## src/rtl/swi_entry_pkg.sv

```systemverilog
package swi_entry_pkg;

   typedef enum logic [2:0] {
      ST_IDLE,
      ST_FLUSH,
      ST_FETCH,
      ST_PUSH,
      ST_FINISH,
      ST_DONE
   } seq_state_e;

   // seven stack writes: six register pairs and the return address
   localparam int unsigned PAIR_CNT = 7;
   localparam int unsigned REG_CNT  = 2 * (PAIR_CNT - 1);
   localparam int unsigned RET_STEP = PAIR_CNT - 1;
   localparam int unsigned IEN_STEP = PAIR_CNT - 2;

   // mode flag bit positions
   localparam int unsigned FLG_IRQ_MASK = 0;
   localparam int unsigned FLG_DBG_MASK = 1;
   localparam int unsigned FLG_PROT_WR  = 2;
   localparam int unsigned FLG_LOOP     = 3;
   localparam int unsigned FLG_IDLE     = 4;
   localparam int unsigned FLG_MIN_W    = 5;

   function automatic bit flag_forced(input int unsigned idx);
      return idx < FLG_MIN_W;
   endfunction

   function automatic bit flag_set_value(input int unsigned idx);
      return (idx == FLG_IRQ_MASK) || (idx == FLG_DBG_MASK);
   endfunction

endpackage

```

## src/rtl/swi_vec_map.sv

```systemverilog
module swi_vec_map #(
   parameter int unsigned NUM_VEC  = 32,
   parameter int unsigned NMI_IDX  = 18,
   parameter int unsigned VADDR_W  = 22,
   parameter logic [VADDR_W-1:0] VEC_BASE = '0,
   localparam int unsigned VEC_W   = $clog2(NUM_VEC)
) (
   input  logic [VEC_W-1:0]   vec_i,
   output logic [VADDR_W-1:0] vec_addr_o,
   output logic [NUM_VEC-1:0] sel_o,
   output logic               is_nmi_o
);

   initial begin : p_param_chk
      assert (NMI_IDX < NUM_VEC) else $error("swi_vec_map: NMI_IDX out of range");
      assert (VADDR_W > VEC_W)   else $error("swi_vec_map: VADDR_W too narrow");
   end

   for (genvar g = 0; g < NUM_VEC; g++) begin : g_sel
      assign sel_o[g] = (vec_i == VEC_W'(g));
   end

   assign is_nmi_o   = (vec_i == VEC_W'(NMI_IDX));
   // each vector entry occupies two 16-bit words
   assign vec_addr_o = VEC_BASE + (VADDR_W'(vec_i) << 1);

endmodule

```

## src/rtl/swi_ctx_store.sv

```systemverilog
module swi_ctx_store
   import swi_entry_pkg::*;
#(
   parameter int unsigned WORD_W   = 16,
   parameter int unsigned PC_W     = 22,
   parameter bit          SNAPSHOT = 1'b1,
   localparam int unsigned PAIR_W  = 2 * WORD_W,
   localparam int unsigned CTX_W   = REG_CNT * WORD_W
) (
   input  logic              clk,
   input  logic              rst_n,
   input  logic              capture_i,
   input  logic [CTX_W-1:0]  ctx_i,
   input  logic [PC_W-1:0]   pc_i,
   input  logic [2:0]        step_i,
   output logic [PAIR_W-1:0] pair_o
);

   initial begin : p_param_chk
      assert (PC_W <= PAIR_W) else $error("swi_ctx_store: PC_W wider than a pair");
   end

   logic [CTX_W-1:0]  ctx_q;
   logic [PC_W-1:0]   ret_q;
   logic [PAIR_W-1:0] pair_w [PAIR_CNT];

   if (SNAPSHOT) begin : g_snap
      always_ff @(posedge clk or negedge rst_n) begin
         if (!rst_n)         ctx_q <= '0;
         else if (capture_i) ctx_q <= ctx_i;
      end
   end else begin : g_live
      assign ctx_q = ctx_i;
   end

   // return address is always taken at the trigger
   always_ff @(posedge clk or negedge rst_n) begin
      if (!rst_n)         ret_q <= '0;
      else if (capture_i) ret_q <= pc_i + PC_W'(1);
   end

   for (genvar g = 0; g < PAIR_CNT - 1; g++) begin : g_pair
      assign pair_w[g] = {ctx_q[(2*g+1)*WORD_W +: WORD_W], ctx_q[2*g*WORD_W +: WORD_W]};
   end
   assign pair_w[RET_STEP] = PAIR_W'(ret_q);

   always_comb begin
      pair_o = '0;
      if (32'(step_i) < PAIR_CNT) pair_o = pair_w[step_i];
   end

endmodule

```

## src/rtl/swi_flag_update.sv

```systemverilog
module swi_flag_update
   import swi_entry_pkg::*;
#(
   parameter int unsigned FLAG_W = 8
) (
   input  logic [FLAG_W-1:0] flags_i,
   output logic [FLAG_W-1:0] flags_o
);

   initial begin : p_param_chk
      assert (FLAG_W >= FLG_MIN_W) else $error("swi_flag_update: FLAG_W too small");
   end

   for (genvar g = 0; g < FLAG_W; g++) begin : g_bit
      if (flag_forced(g)) begin : g_forced
         assign flags_o[g] = flag_set_value(g);
      end else begin : g_pass
         assign flags_o[g] = flags_i[g];
      end
   end

endmodule

```

## src/rtl/swi_entry_seq.sv

```systemverilog
module swi_entry_seq
   import swi_entry_pkg::*;
#(
   parameter int unsigned WORD_W   = 16,
   parameter int unsigned PC_W     = 22,
   parameter int unsigned SP_W     = 16,
   parameter int unsigned VADDR_W  = 22,
   parameter int unsigned NUM_VEC  = 32,
   parameter int unsigned NMI_IDX  = 18,
   parameter logic [VADDR_W-1:0] VEC_BASE = 22'h000D00,
   parameter int unsigned FLAG_W   = 8,
   parameter bit          SNAPSHOT = 1'b1,
   localparam int unsigned VEC_W   = $clog2(NUM_VEC),
   localparam int unsigned PAIR_W  = 2 * WORD_W
) (
   input  logic               clk,
   input  logic               rst_n,
   input  logic               trig_i,
   input  logic [VEC_W-1:0]   trig_vec_i,
   input  logic               rpt_pending_i,
   output logic               busy_o,
   output logic               done_o,
   input  logic [PC_W-1:0]    pc_i,
   input  logic [WORD_W-1:0]  treg_i,
   input  logic [WORD_W-1:0]  stat0_i,
   input  logic [WORD_W-1:0]  acc_hi_i,
   input  logic [WORD_W-1:0]  acc_lo_i,
   input  logic [WORD_W-1:0]  prod_hi_i,
   input  logic [WORD_W-1:0]  prod_lo_i,
   input  logic [WORD_W-1:0]  aux1_i,
   input  logic [WORD_W-1:0]  aux0_i,
   input  logic [WORD_W-1:0]  dpage_i,
   input  logic [WORD_W-1:0]  stat1_i,
   input  logic [WORD_W-1:0]  dbg_stat_i,
   input  logic [WORD_W-1:0]  irq_en_i,
   input  logic [SP_W-1:0]    sp_i,
   output logic [SP_W-1:0]    sp_o,
   output logic               sp_we_o,
   output logic               mem_wr_o,
   output logic [SP_W-1:0]    mem_waddr_o,
   output logic [PAIR_W-1:0]  mem_wdata_o,
   input  logic               mem_wrdy_i,
   output logic               vec_rd_o,
   output logic [VADDR_W-1:0] vec_raddr_o,
   input  logic [PAIR_W-1:0]  vec_rdata_i,
   input  logic               vec_rvalid_i,
   output logic [NUM_VEC-1:0] irq_flag_clr_o,
   output logic [NUM_VEC-1:0] irq_en_clr_o,
   output logic               flush_o,
   output logic               rptc_clr_o,
   input  logic [FLAG_W-1:0]  flags_i,
   output logic [FLAG_W-1:0]  flags_o,
   output logic               flags_we_o,
   output logic [PC_W-1:0]    pc_o,
   output logic               pc_we_o
);

   localparam int unsigned CTX_W  = REG_CNT * WORD_W;
   localparam int unsigned SP_ADV = 2 * PAIR_CNT - 1;

   initial begin : p_param_chk
      assert (WORD_W == 16)       else $error("swi_entry_seq: WORD_W must be 16");
      assert (NUM_VEC >= 2)       else $error("swi_entry_seq: NUM_VEC too small");
      assert (SP_W >= 4)          else $error("swi_entry_seq: SP_W too small");
      assert (PC_W <= PAIR_W)     else $error("swi_entry_seq: PC_W too wide");
   end

   seq_state_e          state_q;
   logic [2:0]          step_q;
   logic [VEC_W-1:0]    vec_q;
   logic                rpt_q;
   logic                ier_clr_q;
   logic [SP_W-1:0]     sp_base_q;
   logic [PC_W-1:0]     target_q;

   logic                accept;
   logic                wr_accept;
   logic                last_step;
   logic [SP_W-1:0]     push_addr;
   logic [CTX_W-1:0]    ctx_flat;
   logic [PAIR_W-1:0]   pair_data;
   logic [VADDR_W-1:0]  vec_addr;
   logic [NUM_VEC-1:0]  vec_sel;
   logic                vec_is_nmi;
   logic [FLAG_W-1:0]   flags_next;

   assign accept    = (state_q == ST_IDLE) && trig_i;
   assign wr_accept = (state_q == ST_PUSH) && mem_wrdy_i;
   assign last_step = (step_q == 3'(RET_STEP));

   // low register of pair k at slot 2k, high register at slot 2k+1
   assign ctx_flat = {dbg_stat_i, irq_en_i, dpage_i, stat1_i, aux1_i, aux0_i,
                      prod_hi_i, prod_lo_i, acc_hi_i, acc_lo_i, treg_i, stat0_i};

   swi_vec_map #(
      .NUM_VEC  (NUM_VEC),
      .NMI_IDX  (NMI_IDX),
      .VADDR_W  (VADDR_W),
      .VEC_BASE (VEC_BASE)
   ) i_vec_map (
      .vec_i      (vec_q),
      .vec_addr_o (vec_addr),
      .sel_o      (vec_sel),
      .is_nmi_o   (vec_is_nmi)
   );

   swi_ctx_store #(
      .WORD_W   (WORD_W),
      .PC_W     (PC_W),
      .SNAPSHOT (SNAPSHOT)
   ) i_ctx_store (
      .clk       (clk),
      .rst_n     (rst_n),
      .capture_i (accept),
      .ctx_i     (ctx_flat),
      .pc_i      (pc_i),
      .step_i    (step_q),
      .pair_o    (pair_data)
   );

   swi_flag_update #(
      .FLAG_W (FLAG_W)
   ) i_flag_update (
      .flags_i (flags_i),
      .flags_o (flags_next)
   );

   always_ff @(posedge clk or negedge rst_n) begin
      if (!rst_n) begin
         state_q   <= ST_IDLE;
         step_q    <= '0;
         vec_q     <= '0;
         rpt_q     <= 1'b0;
         ier_clr_q <= 1'b0;
         sp_base_q <= '0;
         target_q  <= '0;
      end else begin
         ier_clr_q <= wr_accept && (step_q == 3'(IEN_STEP));
         unique case (state_q)
            ST_IDLE: begin
               if (trig_i) begin
                  vec_q     <= trig_vec_i;
                  rpt_q     <= rpt_pending_i;
                  sp_base_q <= sp_i;
                  step_q    <= '0;
                  state_q   <= ST_FLUSH;
               end
            end
            ST_FLUSH: state_q <= ST_FETCH;
            ST_FETCH: begin
               if (vec_rvalid_i) begin
                  target_q <= vec_rdata_i[PC_W-1:0];
                  state_q  <= ST_PUSH;
               end
            end
            ST_PUSH: begin
               if (mem_wrdy_i) begin
                  if (last_step) state_q <= ST_FINISH;
                  else           step_q  <= step_q + 3'd1;
               end
            end
            ST_FINISH: state_q <= ST_DONE;
            ST_DONE:   state_q <= ST_IDLE;
            default:   state_q <= ST_IDLE;
         endcase
      end
   end

   assign push_addr = sp_base_q + SP_W'(1) + SP_W'({step_q, 1'b0});

   assign busy_o         = (state_q != ST_IDLE) && (state_q != ST_DONE);
   assign done_o         = (state_q == ST_DONE);
   assign flush_o        = (state_q == ST_FLUSH);
   assign rptc_clr_o     = (state_q == ST_FLUSH) && rpt_q;
   assign irq_flag_clr_o = ((state_q == ST_FLUSH) && !vec_is_nmi) ? vec_sel : '0;
   assign vec_rd_o       = (state_q == ST_FETCH);
   assign vec_raddr_o    = vec_addr;
   assign mem_wr_o       = (state_q == ST_PUSH);
   assign mem_waddr_o    = {push_addr[SP_W-1:1], 1'b0};
   assign mem_wdata_o    = pair_data;
   assign irq_en_clr_o   = ier_clr_q ? vec_sel : '0;
   assign sp_we_o        = (state_q == ST_FINISH);
   assign sp_o           = sp_base_q + SP_W'(SP_ADV);
   assign flags_we_o     = (state_q == ST_FINISH);
   assign flags_o        = flags_next;
   assign pc_we_o        = (state_q == ST_FINISH);
   assign pc_o           = target_q;

   // consecutive accepted pair writes advance by two words
   a_r1_addr_step: assert property (@(posedge clk) disable iff (!rst_n)
      (wr_accept && !last_step) |=> (mem_wr_o && mem_waddr_o == $past(mem_waddr_o) + SP_W'(2)));

   // an unacknowledged write keeps address and data
   a_r12_wr_hold: assert property (@(posedge clk) disable iff (!rst_n)
      (mem_wr_o && !mem_wrdy_i) |=> (mem_wr_o && $stable(mem_waddr_o) && $stable(mem_wdata_o)));

   // the first stack write follows an accepted vector read
   a_r6_fetch_first: assert property (@(posedge clk) disable iff (!rst_n)
      $rose(mem_wr_o) |-> $past(vec_rd_o && vec_rvalid_i));

   // enable clear appears only while the return address is pending
   a_r7_ien_clr_slot: assert property (@(posedge clk) disable iff (!rst_n)
      (irq_en_clr_o != '0) |-> (mem_wr_o && last_step && $countones(irq_en_clr_o) == 1));

   // pending-flag clear coincides with the flush pulse
   a_r5_flag_clr_flush: assert property (@(posedge clk) disable iff (!rst_n)
      (irq_flag_clr_o != '0) |-> (flush_o && $onehot0(irq_flag_clr_o)));

   // repeat counter clear only in the flush cycle
   a_r9_rpt_flush: assert property (@(posedge clk) disable iff (!rst_n)
      rptc_clr_o |-> flush_o);

   // done follows the program counter load, with busy released
   a_r10_done_after_load: assert property (@(posedge clk) disable iff (!rst_n)
      pc_we_o |=> (done_o && !busy_o));

   // a trigger during a run leaves the latched vector untouched
   a_r11_ignore_busy: assert property (@(posedge clk) disable iff (!rst_n)
      (state_q != ST_IDLE && trig_i) |=> $stable(vec_q));

endmodule

```

## config.mk

```make
export PLATFORM = sky130hd
export DESIGN_NAME = swi_entry_seq
export DESIGN_NICKNAME = d
export VERILOG_FILES = /design/src/rtl/swi_entry_pkg.sv /design/src/rtl/swi_vec_map.sv /design/src/rtl/swi_ctx_store.sv /design/src/rtl/swi_flag_update.sv /design/src/rtl/swi_entry_seq.sv
export SDC_FILE = /design/constraint.sdc
export NUM_CORES = 1
export LEC_CHECK = 0
export BUFFER_PORTS_ARGS = -buffer_cell sky130_fd_sc_hd__buf_4
export CAP_MARGIN = 20
export CORE_ASPECT_RATIO = 0.6
export CORE_UTILIZATION = 45
export CTS_CLUSTER_DIAMETER = 150
export DETAILED_ROUTE_END_ITERATION = 16
export HOLD_SLACK_MARGIN = 0.1
export PLACE_DENSITY = 0.75
export SETUP_SLACK_MARGIN = 0.1
export SLEW_MARGIN = 10
export SYNTH_ARGS = -nofsm -noshare
export SYNTH_HDL_FRONTEND = slang
export SYNTH_SLANG_ARGS = --single-unit
```

## constraint.sdc

```tcl
create_clock -name clk -period 2.42 [get_ports clk]
set_clock_uncertainty 0.15 [all_clocks]
set_input_delay 0.242 -clock clk [delete_from_list [all_inputs] [get_ports clk]]
set_output_delay 0.242 -clock clk [all_outputs]
set_load 0.005 [all_outputs]
```

==> results of run 1 <==
[path summary, 6_finish.rpt]
path                                                         from                           endpoint
worst min-delay path                                        rst_n   i_ctx_store.ctx_q[8]$_DFFE_PN0P_
worst min register to register  i_ctx_store.ctx_q[31]$_DFFE_PN0P_  i_ctx_store.ctx_q[31]$_DFFE_PN0P_
min in group clk                                      stat0_i[14]  i_ctx_store.ctx_q[14]$_DFFE_PN0P_
worst max-delay path                     sp_base_q[2]$_DFFE_PN0P_                    mem_waddr_o[11]
worst max register to register             state_q[2]$_DFFE_PN0P_  i_ctx_store.ret_q[15]$_DFFE_PN0P_
max in group asynchronous                                   rst_n             state_q[1]$_DFFE_PN0P_
[synthesized netlist by cell type, drive strengths merged, types with 7 or more instances]
cell type and n:
inv 19, nor3 7, ha 8, o21ai 20
xor2 21, o211ai 7, dfrtp 265, mux4 32
nand2 687, mux2 22, xnor2 20, o22ai 10
buf 82, a21oi 51, mux2i 33, clkbuf 43
nor2 126, nand3 27, nand4 15
[report_power, final]
group          leakage, uW  internal, uW  switching (uW)
registers          0.00325          6560            1680
clock network     0.000398          2230            1850
logic              0.00696          6100            6180
total               0.0106         14900            9710
[area by class of cell]
type / count / area, sq um / share of cell area (%)
antenna: 3 / 7.51 / 0.0350
clock buffer: 36 / 729 / 3.40
clock inverter: 11 / 95.1 / 0.443
inverter: 19 / 71.3 / 0.332
multi-input combinational: 1157 / 6460 / 30.1
sequential: 265 / 6660 / 31.0
tap: 400 / 500 / 2.33
timing repair buffer: 780 / 6940 / 32.3
[repair_timing]
item / in CTS / in global routing
endpoints found under the setup margin: 89 / 86
cloned: 2 / 4
pin swaps: 12 / 24
hold endpoints to repair: 503 / 0
hold buffers: 274 / 0
setup buffers: 9 / 33
gates resized for setup: 40 / 103
[sequential cells by signal, indices dropped and copies added (netlist names)]
signal / count
step_q: 3
pc_o: 22
i_ctx_store.ret_q: 22
rpt_q: 1
vec_q: 5
i_ctx_store.ctx_q: 192
state_q: 3
ier_clr_q: 1
sp_base_q: 16
[through the flow]
stage	worst slack [ns]	total power [uW]
detailed placement	0.179	17500
CTS	-0.284	22500
global route	-0.406	25800
global placement	0.200	17100
floorplan	0.377	13100
finish	-0.344	24600
[critical path: stages (launching register included)]
cell,delay [ns]
dfrtp_2,0.51
ha_4,0.32
nand3_1,0.08
o211ai_1,0.20
buf_4,0.20
nand4_1,0.17
xnor2_2,0.20
buf_4,0.14
[per-layer routing]
layer  share of wire (%)  GRT usage, %  vias to the layer above
li1                    -             -                     6330
met1                  39          41.4                     6944
met4                 3.9          10.4                        0
met3                 9.5          6.22                      198
met2                  48          53.2                     1000
met5                   0             0                        -
[cells by family (layout without fill, tap and decap cells)]
group,Yosys count,after routing
AND/OR/NAND/NOR,900,900
buffers and inverters,144,846
flip-flops,265,265
multiplexers,87,87
XOR/XNOR,41,41
other,2,27
adder cells (fa/ha/maj),9,9
AO/OA/AOI/OAI,96,96
==> summary.txt, run 1 <==
Distinct cells, synth -> 47
Clock latency on the worst-skew pair -> 0.54 ns
Placed inst area -> 0.0168 sq mm
PnR worst setup slack -> -0.344 ns
Status -> complete, but fails checks
Worst Hold Class -> input port to asynchronous set/reset pin
Seq cells post-synth -> 265
Final period util -> 114%
Unrepaired setup endpoints after global routing -> true
Initial antenna violation count -> 2
Power Dens Cells -> 1150 mW/mm^2
Fillers -> 1759
Clock slew at reported path FFs -> 0.07 ns
Synth top area cells -> dfrtp_1 50%, nand2_1 19%, mux4_2 5.4%
Failing checks -> negative setup slack
CTS Root Cell -> clkbuf_16
CP max FO -> 6
Relative slew slack -> 54.1%
Mapped cell area -> 0.0133 sq mm
Synth area leader -> dfrtp_1
Arrival @ worst endpoint -> 2.37 ns
HPWL Detailed -> 29400 um
R2r worst-path depth -> 6
Rows -> 48
Gr ovfl total -> 0
Remaining DRCs -> 0
Hold Vio Cnt, Final -> 0
CTS tree -> done
Post-Synth Adder-Cell Area -> 0.905%
Worst setup SP type -> flip-flop
Actual slew at the worst max-slew pin -> 0.689 ns
Port bufs -> 424
VDD IR max -> 943 uV
Clock sink count -> 265
Routed wire length per instance -> 20.1 um
Fin cells -> 2671
Largest net degree at the start of global routing -> 80
Seq/Total Area, Yosys -> 49.9%
Post-layout nets -> 2539
Htree depth -> 1
Die area -> 0.0302 sq mm
Most frequent cells in the layout -> 681 x nand2_1, 468 x buf_4, 274 x dlygate4sd3_1, 247 x dfrtp_1, 102 x nor2_1
TritonCTS buffer count -> 26
Cells after synthesis -> 1544
Ports -> 470
Main combinational cell family by area after synthesis -> simple AND/OR/NAND/NOR gates
Detail Route Antenna Nets -> 0
Final setup fails -> 51
Avg Inst Size Synth -> 8.60 sq um
Total core area -> 0.0289 sq mm
Global Route Usage Sum -> 31.6%
Die Y -> 135 um
Final Instance Area -> 0.0215 sq mm
RePlAce Congestion -> 0.915
DRT iter0 DRCs -> 1491
Max Transition Viols Final -> 0
Placed Cells -> 2300
Leak -> 0.0106 uW
Final WL -> 53600 um
Synthesis-to-layout area growth -> 61.6%
First-pass GRT wire length -> 74600 um
Peak Freq -> 362 MHz
Synth Area in XOR/XNOR -> 2.70%
Number of synthesized flops with an enable pin -> 0
Post-synth top area share -> 49.9%
Reg2reg setup slack -> 0.28 ns
Layout Utilization -> 74.3%
Period minus WS final -> 2.76 ns
Post-route setup TNS -> -10.92 ns
Initial Util -> 46.0%
Post-Synth Simple-Gate Area -> 27.2%
Kind of critical path -> flip-flop to output port
Hold_ws -> 0.138 ns
Most common flop cell mapped by yosys -> dfrtp_1
Layout cells sized above 1 -> 31.3%
Via count -> 14500
Most common cell after layout, fill and taps aside -> nand2_1
Post-synthesis mux area share -> 9.78%
Die width -> 224 um
Max Cap Violations -> 0
Worst EP required -> 2.03 ns
Drt pass-1 iters -> 6
CP Capture Type -> output port
Ys async rst share -> 100%
Yosys warns -> 0
Number of global-route vias before repair -> 13900
Post-DR vias/cell -> 5.42
Longest Clk Path Bufs -> 3
Synth Area in Compound Gates -> 3.97%
(Power assumes the default switching activity.)
==> run 2: changes to the inputs <==
--- a/config.mk
+++ b/config.mk
@@ -12,7 +12,7 @@
 export CTS_CLUSTER_DIAMETER = 150
 export DETAILED_ROUTE_END_ITERATION = 16
 export HOLD_SLACK_MARGIN = 0.1
-export PLACE_DENSITY = 0.75
+export PLACE_DENSITY_LB_ADDON = 0.12
 export SETUP_SLACK_MARGIN = 0.1
 export SLEW_MARGIN = 10
 export SYNTH_ARGS = -nofsm -noshare
==> run 2 against run 1 <==
Effect of this change: the flow still finishes with violations (negative setup slack); core utilization grew 1.3 points; sequential power shrank 2%; largest power group unchanged; setup slack gained 0.0087 ns; largest cell class unchanged; total power grew 1.3%; combinational power is essentially flat; clock-buffer cell count shrank 2; global-route usage shrank 1.1 points; non-clock buffer count grew 9; clock power grew 11%; maximum frequency grew 0.32%; critical endpoint unchanged; wire length shrank 8.8%; critical path depth is the same.
==> summary.txt, run 2 (synthesized netlist as in run 1, its figures left out) <==
Unrepaired setup endpoints after global routing -> true
Rows -> 48 (unchanged)
HPWL Detailed -> 28900 um (-1.6%)
Port bufs -> 424 (unchanged)
CP max FO -> 6 (unchanged)
Actual slew at the worst max-slew pin -> 0.526 ns (-0.163 ns)
Detail Route Antenna Nets -> 0 (unchanged)
Post-layout nets -> 2549 (+0.39%)
VDD IR max -> 745 uV (-21%)
Relative slew slack -> 64.6% (+10 points)
Final period util -> 114% (-0.36 points)
Max stage delay on crit path -> 0.52 ns (about the same)
Switch share -> 37.5% (-2.0 points)
Routed wire length per instance -> 18.3 um (-9.1%)
Worst EP required -> 2.03 ns (about the same)
Die area -> 0.0302 sq mm (unchanged)
Hold Vio Cnt, Final -> 0 (unchanged)
Layout cells sized above 1 -> 33.1% (+1.8 points)
Post-DR vias/cell -> 5.12 (-5.6%)
Internal power -> 15600 uW (+4.7%)
Logic pwr share -> 49.5% (-0.4 points)
Arrival @ worst endpoint -> 2.36 ns (about the same)
Most common cell after layout, fill and taps aside -> nand2_1
Initial Util -> 46.0% (unchanged)
Total core area -> 0.0289 sq mm (unchanged)
R2R Path End -> sp_base_q[7]$_DFFE_PN0P_
Die width -> 224 um (unchanged)
TritonCTS buffer count -> 27 (+3.8%)
Status -> complete, but fails checks
CP Cell Sequence -> ha_1, a21oi_2, o211ai_1, buf_4, nand4_1, xnor2_1, buf_4
Die Y -> 135 um (unchanged)
Crit path launch -> step_q[0]$_DFFE_PN0P_
Final WL -> 48900 um (-8.8%)
Global Route Usage Sum -> 30.6% (-1.1 points)
Power Dens Cells -> 1140 mW/mm^2 (-0.41%)
Initial antenna violation count -> 2 (unchanged)
Clock share of power -> 18.0% (+1.4 points)
Reg with most FFs -> i_ctx_store.ctx_q
Worst setup SP type -> flip-flop
WP buf/inv -> 2 (unchanged)
Post-Route M1 WL -> 20300 um (-2.1%)
R2r worst-path depth -> 6 (unchanged)
Reg2reg setup slack -> 0.24 ns (-0.04 ns)
CTS Root Cell -> clkbuf_16
First-pass GRT wire length -> 72400 um (-3.0%)
Final setup fails -> 46 (-9.8%)
Gr ovfl total -> 0 (unchanged)
Ports -> 470 (unchanged)
Hold_ws -> 0.201 ns (+0.0628 ns)
Worst path top cell family by delay -> flip-flops
Htree depth -> 1 (unchanged)
Remaining DRCs -> 0 (unchanged)
Met3 WL post-DR -> 3550 um (-30%)
Max Cap Violations -> 0 (unchanged)
Synthesis-to-layout area growth -> 64.4%
Worst Hold Class -> input port to asynchronous set/reset pin
Clock slew at reported path FFs -> 0.06 ns (about the same)
Most frequent cells in the layout -> 680 x nand2_1, 476 x buf_4, 271 x dlygate4sd3_1, 245 x dfrtp_1, 85 x nor2_1
Top Metal Used -> met4
PnR worst setup slack -> -0.336 ns (+0.00875 ns)
Flip-flop count of the largest register after layout -> 192 (unchanged)
Kind of critical path -> flip-flop to output port
CTS tree -> done
Peak Freq -> 363 MHz (+0.32%)
Clock latency on the worst-skew pair -> 0.55 ns (about the same)
Number of global-route vias before repair -> 13400 (-3.5%)
Longest Clk Path Bufs -> 3 (unchanged)
Drt pass-1 iters -> 5 (-1)
Largest net degree at the start of global routing -> 105 (+31%)
Leak -> 0.0108 uW (+1.7%)
Slowest CP cell -> dfrtp_4
Failing checks -> negative setup slack
Flop pwr share -> 32.5% (-1.0 points)
Clock sink count -> 265 (unchanged)
Max Transition Viols Final -> 0 (unchanged)
Worst R2R Start -> state_q[1]$_DFFE_PN0P_
Post-route setup TNS -> -9.28 ns (+1.64 ns)
Via count -> 13700 (-5.2%)
DRT iter0 DRCs -> 1142 (-23%)
Worst path most repeated cell -> buf_4
Metal2 WL -> 23800 um (-7.5%)
Psw -> 9340 uW (-3.8%)
CP Capture Type -> output port
Period minus WS final -> 2.76 ns (-0.00875 ns)
Fillers -> 1908 (+8.5%)
RePlAce Congestion -> 0.884 (-3.4%)
-- run 2: cell types whose count changed in the layout (fill, tap and decap cells not counted), sizes merged --
cell,delta
buf,+7
bufinv,+4
clkbuf,+2
clkinv,+1
clkinvlp,-2
diode,+1
dlygate4sd3,-3
dlymetal6s4s,+1
inv,-1
-- run 2: area by class of cell --
cell class / instances / area [sq um] / area share, %
Timing Repair Buffer: 789 / 7100 / 32.5
Sequential cell: 265 / 6660 / 30.5
Multi-Input combinational cell: 1157 / 6560 / 30.1
Clock buffer: 34 / 732 / 3.35
Tap cell: 400 / 500 / 2.29
Clock inverter: 13 / 196 / 0.900
Inverter: 19 / 71.3 / 0.327
Antenna cell: 4 / 10.0 / 0.0458
-- run 2: worst max path at each step --
stage	end	slack, ns	depth (start not counted)
4_1_cts	mem_wdata_o[23]	-0.24	6
3_5_place_dp	mem_wdata_o[22]	0.29	6
5_1_grt	mem_waddr_o[11]	-0.38	7
6_report	mem_waddr_o[11]	-0.34	7
3_3_place_gp	mem_waddr_o[14]	0.29	7
2_1_floorplan	mem_waddr_o[12]	0.38	5
-- run 2: timing repair --
| action | CTS | global route |
|---|---|---|
| endpoints found under the setup margin | 93 | 114 |
| buffers inserted | 16 | 33 |
| endpoints found under the hold margin | 530 | 0 |
| gates resized for setup | 65 | 120 |
| pin swaps | 11 | 29 |
| hold buffers | 273 | 0 |
| cloned | 2 | 6 |
-- run 2: power groups by stage --
stage          Clock, uW  Sequential (uW)  Combinational (uW)
4_1_cts             4550             7990               10700
6_report            4500             8090               12300
3_3_place_gp           0             7890                9360
5_1_grt             4740             8340               13300
3_5_place_dp           0             7970                9520
2_1_floorplan          0             7480                5660
-- run 2: through the flow --
stage | total power, uW | area, sq um | setup WS [ns] | cells | util, %
6_report | 24900 | 21800 | -0.336 | 2681 | 75.6
5_1_grt | 26400 | 21800 | -0.384 | 2679 | 75.6
4_1_cts | 23200 | 21000 | -0.235 | 2639 | 72.6
3_5_place_dp | 17500 | 16900 | 0.287 | 2301 | 58.5
3_3_place_gp | 17300 | 16900 | 0.290 | 2301 | 58.5
2_1_floorplan | 13100 | 13400 | 0.377 | 1566 | -
-- run 2: worst min-delay path, delay by kind of cell --
kind                   cells  cell delay [ns]
buffers and inverters      3             1.02
-- run 2: routing by layer --
metal	GRT usage, %	vias up
li1	-	6346
met1	41.6	6679
met2	49.9	584
met3	6.42	105
met4	8.22	0
met5	0	-
